File: src/rtl/dma_seq_pkg.sv
package dma_seq_pkg;

    localparam int CW_W    = 32;
    localparam int CNT_W   = 10;
    localparam int RATE_W  = 4;
    localparam int MAX_LOG = CNT_W;

    localparam logic [1:0] INC_FIXED = 2'd3;
    localparam logic [1:0] SIZE_RSVD = 2'd3;

    typedef struct packed {
        logic [5:0]        spare;
        logic [2:0]        wr_prot;
        logic [2:0]        rd_prot;
        logic [1:0]        wr_inc;
        logic [1:0]        rd_inc;
        logic [1:0]        size;
        logic [RATE_W-1:0] rate;
        logic [CNT_W-1:0]  cnt_m1;
    } cyc_ctrl_t;

    typedef enum logic [2:0] {
        ST_IDLE,
        ST_RUN,
        ST_PAUSE,
        ST_DONE,
        ST_FAULT
    } seq_state_t;

endpackage

File: src/rtl/dma_cfg_check.sv
module dma_cfg_check
    import dma_seq_pkg::*;
(
    input  logic [1:0] size,
    input  logic [1:0] rd_inc,
    input  logic [1:0] wr_inc,
    output logic       legal
);

    logic rd_ok;
    logic wr_ok;

    always_comb begin
        rd_ok = (rd_inc == INC_FIXED) || (rd_inc >= size);
        wr_ok = (wr_inc == INC_FIXED) || (wr_inc >= size);
        legal = (size != SIZE_RSVD) && rd_ok && wr_ok;
    end

endmodule

File: src/rtl/dma_addr_gen.sv
module dma_addr_gen
    import dma_seq_pkg::*;
#(
    parameter int AW = 32,
    parameter int CW = CNT_W
) (
    input  logic [AW-1:0] end_ptr,
    input  logic [1:0]    inc,
    input  logic [CW-1:0] left_m1,
    output logic [AW-1:0] addr
);

    logic [AW-1:0] offset;

    always_comb begin
        offset = AW'(left_m1) << inc;
        unique case (inc)
            INC_FIXED: addr = end_ptr;
            default:   addr = end_ptr - offset;
        endcase
    end

endmodule

File: src/rtl/dma_arb_pacer.sv
module dma_arb_pacer
    import dma_seq_pkg::*;
#(
    parameter int CW   = CNT_W,
    parameter int RW   = RATE_W,
    parameter int LIMW = MAX_LOG
) (
    input  logic          clk,
    input  logic          rst_n,
    input  logic          clear,
    input  logic          tick,
    input  logic [RW-1:0] rate,
    output logic          hit
);

    logic [CW-1:0] cnt_q;
    logic [CW:0]   target;
    logic [CW:0]   next_cnt;
    logic          capped;

    always_comb begin
        capped   = (rate >= RW'(LIMW));
        target   = (CW+1)'(1) << rate;
        next_cnt = {1'b0, cnt_q} + (CW+1)'(1);
        hit      = tick && !capped && (next_cnt == target);
    end

    always_ff @(posedge clk or negedge rst_n) begin
        if (!rst_n) begin
            cnt_q <= '0;
        end else if (clear || hit) begin
            cnt_q <= '0;
        end else if (tick && !capped) begin
            cnt_q <= next_cnt[CW-1:0];
        end
    end

endmodule

File: src/rtl/dma_cycle_seq.sv
module dma_cycle_seq
    import dma_seq_pkg::*;
#(
    parameter int AW = 32
) (
    input  logic            clk,
    input  logic            rst_n,
    input  logic            start,
    input  logic [CW_W-1:0] cfg_word,
    input  logic [AW-1:0]   src_end,
    input  logic [AW-1:0]   dst_end,
    output logic            xfer_valid,
    output logic [AW-1:0]   rd_addr,
    output logic [AW-1:0]   wr_addr,
    output logic            rd_priv,
    output logic            wr_priv,
    output logic [1:0]      xfer_size,
    output logic            arb_req,
    input  logic            arb_grant,
    output logic            done,
    output logic [CW_W-1:0] wb_word,
    output logic            err,
    output logic            busy
);

    localparam int NDIR = 2;
    localparam logic [CW_W-1:0] CNT_CLR_MASK = ~CW_W'((1 << CNT_W) - 1);

    cyc_ctrl_t     cfg_in;
    cyc_ctrl_t     ctrl_q;
    seq_state_t    state_q;
    seq_state_t    state_d;
    logic [AW-1:0] src_end_q;
    logic [AW-1:0] dst_end_q;
    logic [CNT_W-1:0] left_q;
    logic          legal;
    logic          accept;
    logic          pace_hit;
    logic          running;

    logic [AW-1:0] end_arr  [NDIR];
    logic [1:0]    inc_arr  [NDIR];
    logic [AW-1:0] addr_arr [NDIR];

    assign cfg_in = cyc_ctrl_t'(cfg_word);

    dma_cfg_check u_chk_cfg (
        .size   (cfg_in.size),
        .rd_inc (cfg_in.rd_inc),
        .wr_inc (cfg_in.wr_inc),
        .legal  (legal)
    );

    assign accept  = (state_q == ST_IDLE) && start && legal;
    assign running = (state_q == ST_RUN);

    dma_arb_pacer u_pacer (
        .clk   (clk),
        .rst_n (rst_n),
        .clear (accept),
        .tick  (running),
        .rate  (ctrl_q.rate),
        .hit   (pace_hit)
    );

    always_comb begin
        end_arr[0] = src_end_q;
        end_arr[1] = dst_end_q;
        inc_arr[0] = ctrl_q.rd_inc;
        inc_arr[1] = ctrl_q.wr_inc;
    end

    for (genvar d = 0; d < NDIR; d++) begin : g_dir
        dma_addr_gen #(.AW(AW), .CW(CNT_W)) u_ag (
            .end_ptr (end_arr[d]),
            .inc     (inc_arr[d]),
            .left_m1 (left_q),
            .addr    (addr_arr[d])
        );
    end

    // State register
    always_ff @(posedge clk or negedge rst_n) begin
        if (!rst_n) begin
            state_q <= ST_IDLE;
        end else begin
            state_q <= state_d;
        end
    end

    // Next-state logic
    always_comb begin
        state_d = state_q;
        unique case (state_q)
            ST_IDLE: begin
                if (start) begin
                    state_d = legal ? ST_RUN : ST_FAULT;
                end
            end
            ST_RUN: begin
                if (left_q == '0) begin
                    state_d = ST_DONE;
                end else if (pace_hit) begin
                    state_d = ST_PAUSE;
                end
            end
            ST_PAUSE: begin
                if (arb_grant) begin
                    state_d = ST_RUN;
                end
            end
            ST_DONE:  state_d = ST_IDLE;
            ST_FAULT: state_d = ST_IDLE;
            default:  state_d = ST_IDLE;
        endcase
    end

    // Latched configuration and remaining count
    always_ff @(posedge clk or negedge rst_n) begin
        if (!rst_n) begin
            ctrl_q    <= '0;
            src_end_q <= '0;
            dst_end_q <= '0;
            left_q    <= '0;
        end else if (accept) begin
            ctrl_q    <= cfg_in;
            src_end_q <= src_end;
            dst_end_q <= dst_end;
            left_q    <= cfg_in.cnt_m1;
        end else if (running && (left_q != '0)) begin
            left_q    <= left_q - CNT_W'(1);
        end
    end

    // Outputs
    always_comb begin
        xfer_valid = 1'b0;
        rd_addr    = '0;
        wr_addr    = '0;
        rd_priv    = 1'b0;
        wr_priv    = 1'b0;
        xfer_size  = 2'd0;
        arb_req    = 1'b0;
        done       = 1'b0;
        wb_word    = '0;
        err        = 1'b0;
        busy       = 1'b0;
        unique case (state_q)
            ST_IDLE: ;
            ST_RUN: begin
                xfer_valid = 1'b1;
                busy       = 1'b1;
                rd_addr    = addr_arr[0];
                wr_addr    = addr_arr[1];
                rd_priv    = ctrl_q.rd_prot[0];
                wr_priv    = ctrl_q.wr_prot[0];
                xfer_size  = ctrl_q.size;
            end
            ST_PAUSE: begin
                arb_req = 1'b1;
                busy    = 1'b1;
            end
            ST_DONE: begin
                done    = 1'b1;
                wb_word = CW_W'(ctrl_q) & CNT_CLR_MASK;
            end
            ST_FAULT: err = 1'b1;
            default: ;
        endcase
    end

endmodule

File: config.mk
export PLATFORM = sky130hd
export DESIGN_NAME = dma_cycle_seq
export DESIGN_NICKNAME = d
export VERILOG_FILES = /design/src/rtl/dma_seq_pkg.sv /design/src/rtl/dma_cfg_check.sv /design/src/rtl/dma_addr_gen.sv /design/src/rtl/dma_arb_pacer.sv /design/src/rtl/dma_cycle_seq.sv
export SDC_FILE = /design/constraint.sdc
export NUM_CORES = 1
export LEC_CHECK = 0
export ABC_AREA = 1
export BUFFER_PORTS_ARGS = -buffer_cell sky130_fd_sc_hd__buf_2
export CAP_MARGIN = 20
export CORE_ASPECT_RATIO = 1.75
export CORE_UTILIZATION = 37
export DETAILED_ROUTE_END_ITERATION = 8
export HOLD_SLACK_MARGIN = 0.12
export PLACE_DENSITY = 0.7
export SLEW_MARGIN = 20
export SYNTH_ARGS = -nofsm -noshare
export SYNTH_HDL_FRONTEND = slang
export SYNTH_SLANG_ARGS = --single-unit
File: constraint.sdc
create_clock -name clk -period 5.1 [get_ports clk]
set_clock_uncertainty 0.05 [all_clocks]
set_input_delay 0.255 -clock clk [delete_from_list [all_inputs] [get_ports clk]]
set_output_delay 0.255 -clock clk [all_outputs]
set_load 0.005 [all_outputs]
==> results.json <==
{
  "post_synth_main_area_contributors": "dfrtp_1, nand2_1, nor2_1, inv_1, ha_1",
  "critical_path_top_delay_cell": "dfrtp_1",
  "hold_violations": 0,
  "worstSetupStartpoint": "ctrl_q[16]",
  "htreeDepth": 3,
  "max_cap_viol_count": 0,
  "first_global_vias": 9541,
  "grt_remaining_overflow": 0,
  "dp.cells": 1821,
  "critical_path_fanouts_max": 21,
  "most_frequent_cells_in_the_layout": "nand2_1, buf_2, nor2_1",
  "finalSetupViolations": 0,
  "reg2regPathDepth": 11,
  "critical_path.most_common_cell": "a21oi_1",
  "cellInternalPower_mw": 3.468,
  "clk_path_buf_depth": 2,
  "dp_hpwl_mm": 22.33,
  "power_leakage_nw": 5.882,
  "power.net_switching_mw": 4.062,
  "wirelength_met1_mm": 11.08,
  "timing.fmax_mhz": 269.2,
  "placeableCoreArea_sq_um": 23330,
  "cp.arrival_ns": 3.41,
  "power.total_mw": 7.529,
  "synthArstFlopShare": 1.000,
  "postRouteAntennaNets": 0,
  "slew_headroom": 0.3755,
  "synth_warnings": 0,
  "rsz0062_at_grt": "false",
  "final_cell_count_no_fill": 1925,
  "cp.required_ns": 4.80,
  "initial_core_utilization": 0.3755,
  "synth-edff-count": 0,
  "yosys_register_bits": 109,
  "place_area_sq_um": 9922,
  "io-pin-count": 205,
  "worst_hold_path_type": "input pin to flip-flop",
  "tritoncts_clock_tree": "built",
  "syn_inst": 1363,
  "routed-wl-met3_mm": 1.310,
  "hold_buf_cts": 87,
  "sequentialPowerShare": 0.233,
  "drt-vias-per-instance": 5.099,
  "routed-via-count": 9816,
  "power.switching_fraction": 0.5395,
  "critical_path_cell_by_cell": "inv_1 -> nor3_1 -> a21oi_1 -> ha_1 -> a21oi_1 -> o21ai_0 -> a21oi_1 -> a21boi_2 -> nand3_1 -> nand2_1 -> nand2_1 -> nor2_1 -> buf_2",
  "finalWorstPathRequiredPeriod_ns": 3.715,
  "worst_path_largest_cell_delay_ns": 0.65,
  "min_period_over_period": 0.7284,
  "dieArea_sq_um": 24330,
  "number_of_nets_in_the_layout": 1761,
  "synth_area_leader_cell": "dfrtp_1",
  "die_w_microns": 118.3,
  "cts-buffers-inserted": 9,
  "cts_root_buf": "clkbuf_16",
  "end_kind": "output pin",
  "post_cts.repair.setup_buffers": 0,
  "drc": 0,
  "critical_path_class": "flip-flop to output pin",
  "synth_cell_type_count": 50,
  "timing.critical_path.to": "rd_addr[31]",
  "status": "finished, final reports clean",
  "top_signal_layer_used": "met4",
  "final_layout_size_suffix_gt1_frac": 0.1593,
  "synthesized_area_sq_um": 8762,
  "core.rowCount": 74,
  "worst_pin_slew_ns": 0.9358,
  "insertion_delay_ns": 0.37,
  "grt_start_max_net_pins": 84,
  "power_density_nw_per_um2": 677.5,
  "clock_power_share": 0.103,
  "share_of_the_yosys_chip_area_belonging_to_registers": 0.3113,
  "critical_path.reg2reg.endpoint": "left_q[4]",
  "clock-sinks": 109,
  "wl_mm": 29.65,
  "dominantRegCellSynth": "dfrtp_1",
  "timing.hold.worst_path_depth": 3,
  "routed_length_per_placed_instance_microns": 15.40,
  "gp_congestion": 0.9695,
  "dieHeight_microns": 205.6,
  "comb_power_share": 0.664,
  "firstDrtPassIters": 5,
  "r2r_slack_ns": 2.60,
  "vdd_ir_drop_max_v": 0.0003436,
  "slew_violations": 0,
  "grt_first_pass_wirelength_mm": 46.02,
  "rr_startpoint": "left_q[0]",
  "clk_pin_slew_worst_paths_ns": 0.08,
  "final_common_cell": "nand2_1",
  "grt_antenna_before_repair": 1,
  "postCtsResizedCells": 0,
  "detail_route.iter0.violations": 469,
  "syn_to_final_growth_pct": 26.83,
  "number_of_fill_cells_in_the_layout": 2400,
  "metal2_wl_mm": 15.45,
  "place.port_buffers": 194,
  "startpoint_type": "flip-flop",
  "synthesis.area_per_instance_sq_um": 6.429,
  "setup-tns-final_ns": 0,
  "grt.total_usage": 0.2414,
  "synth.top_cell.area_share": 0.3113,
  "fin_area_sq_um": 11110,
  "post-route-util": 0.4763
}
==> metrics by stage <==
step                      hold slack, ns  setup WS, ns
final                             0.1320         1.385
after global placement            0.3442         1.888
after global routing              0.1338        0.9591
after floorplan                 -0.09059         2.343
after detailed placement          0.3516         1.812
after CTS                         0.1213         1.402
==> logic make-up after synthesis <==
logic type / synth area share
other: 0.0004280
multiplexers: 0.004570
XOR/XNOR: 0.01385
buffers and inverters: 0.1004
AO/OA/AOI/OAI: 0.1548
AND/OR/NAND/NOR: 0.3473
adder cells (fa/ha/maj): 0.06740
flip-flops: 0.3113
==> state kept, by name, indices dropped and copies added, names as in the netlist <==
register / count
u_pacer.cnt_q: 10
dst_end_q: 32
state_q: 3
left_q: 10
ctrl_q: 22
src_end_q: 32
==> layer usage <==
layer	vias up	GRT usage
met5	-	0
met4	0	0.1639
met3	109	0.02688
met2	393	0.4571
met1	4450	0.2471
li1	4864	-
==> worst min-delay path by stage <==
| stage | from | end | slack [ns] |
|---|---|---|---|
| floorplan | rst_n | ctrl_q[10] | -0.09 |
| global placement | rst_n | src_end_q[27] | 0.34 |
| detailed placement | rst_n | src_end_q[30] | 0.35 |
| CTS | cfg_word[19] | ctrl_q[19] | 0.12 |
| global route | cfg_word[19] | ctrl_q[19] | 0.13 |
| finish | cfg_word[8] | left_q[8] | 0.13 |
==> cells in the mapped netlist, types with 2 or more instances <==
master    count
nand3_1      83
and3_1        2
nand2_2       2
nor2_2        6
a21oi_1      73
nor2_1      174
xor2_1        9
nand4_1      11
nor2_4        3
o21ai_1      43
nor4_1        5
clkbuf_1     30
a31oi_1       3
buf_2        10
o21ai_0      88
inv_2         9
nand2_1     406
ha_1         44
clkinv_1      2
o211ai_1     19
inv_1       148
a21o_1        4
mux2i_1       4
o21bai_2      2
and2_1        2
nor3b_1       2
nand3b_1      6
or2_2         7
buf_4        14
fa_1          2
dfrtp_1     109
xnor2_1       3
o211ai_2      3
nor3_1       17
o21ai_2       2
or2_0         2
==> critical path: cells and delay by family, from the launching register on <==
| family | cells | cell delay, ns |
|---|---|---|
| flops | 1 | 0.65 |
| buf+inv | 2 | 0.26 |
| compound gates | 5 | 1.17 |
| fa+ha+maj | 1 | 0.38 |
| simple gates | 5 | 0.58 |
==> area by class of cell <==
type                       instances  area [sq um]  share of cell area
tap                              304         380.4             0.03423
multi-input combinational       1048          5189              0.4669
timing repair buffer             288          1897              0.1707
clock inverter                     7         92.59            0.008331
antenna                            1         2.502           0.0002252
inverter                         159         599.3             0.05393
sequential                       109          2728              0.2454
clock buffer                       9         225.2             0.02027
==> power by group through the flow <==
stage	Sequential, mW	Clock (mW)	Combinational [mW]
6_report	1.76	0.776	5.00
4_1_cts	1.75	0.798	4.97
3_3_place_gp	1.75	0	4.85
5_1_grt	1.81	0.825	5.61
2_1_floorplan	1.55	0	3.56
3_5_place_dp	1.76	0	4.89
(Power assumes the default switching activity.)
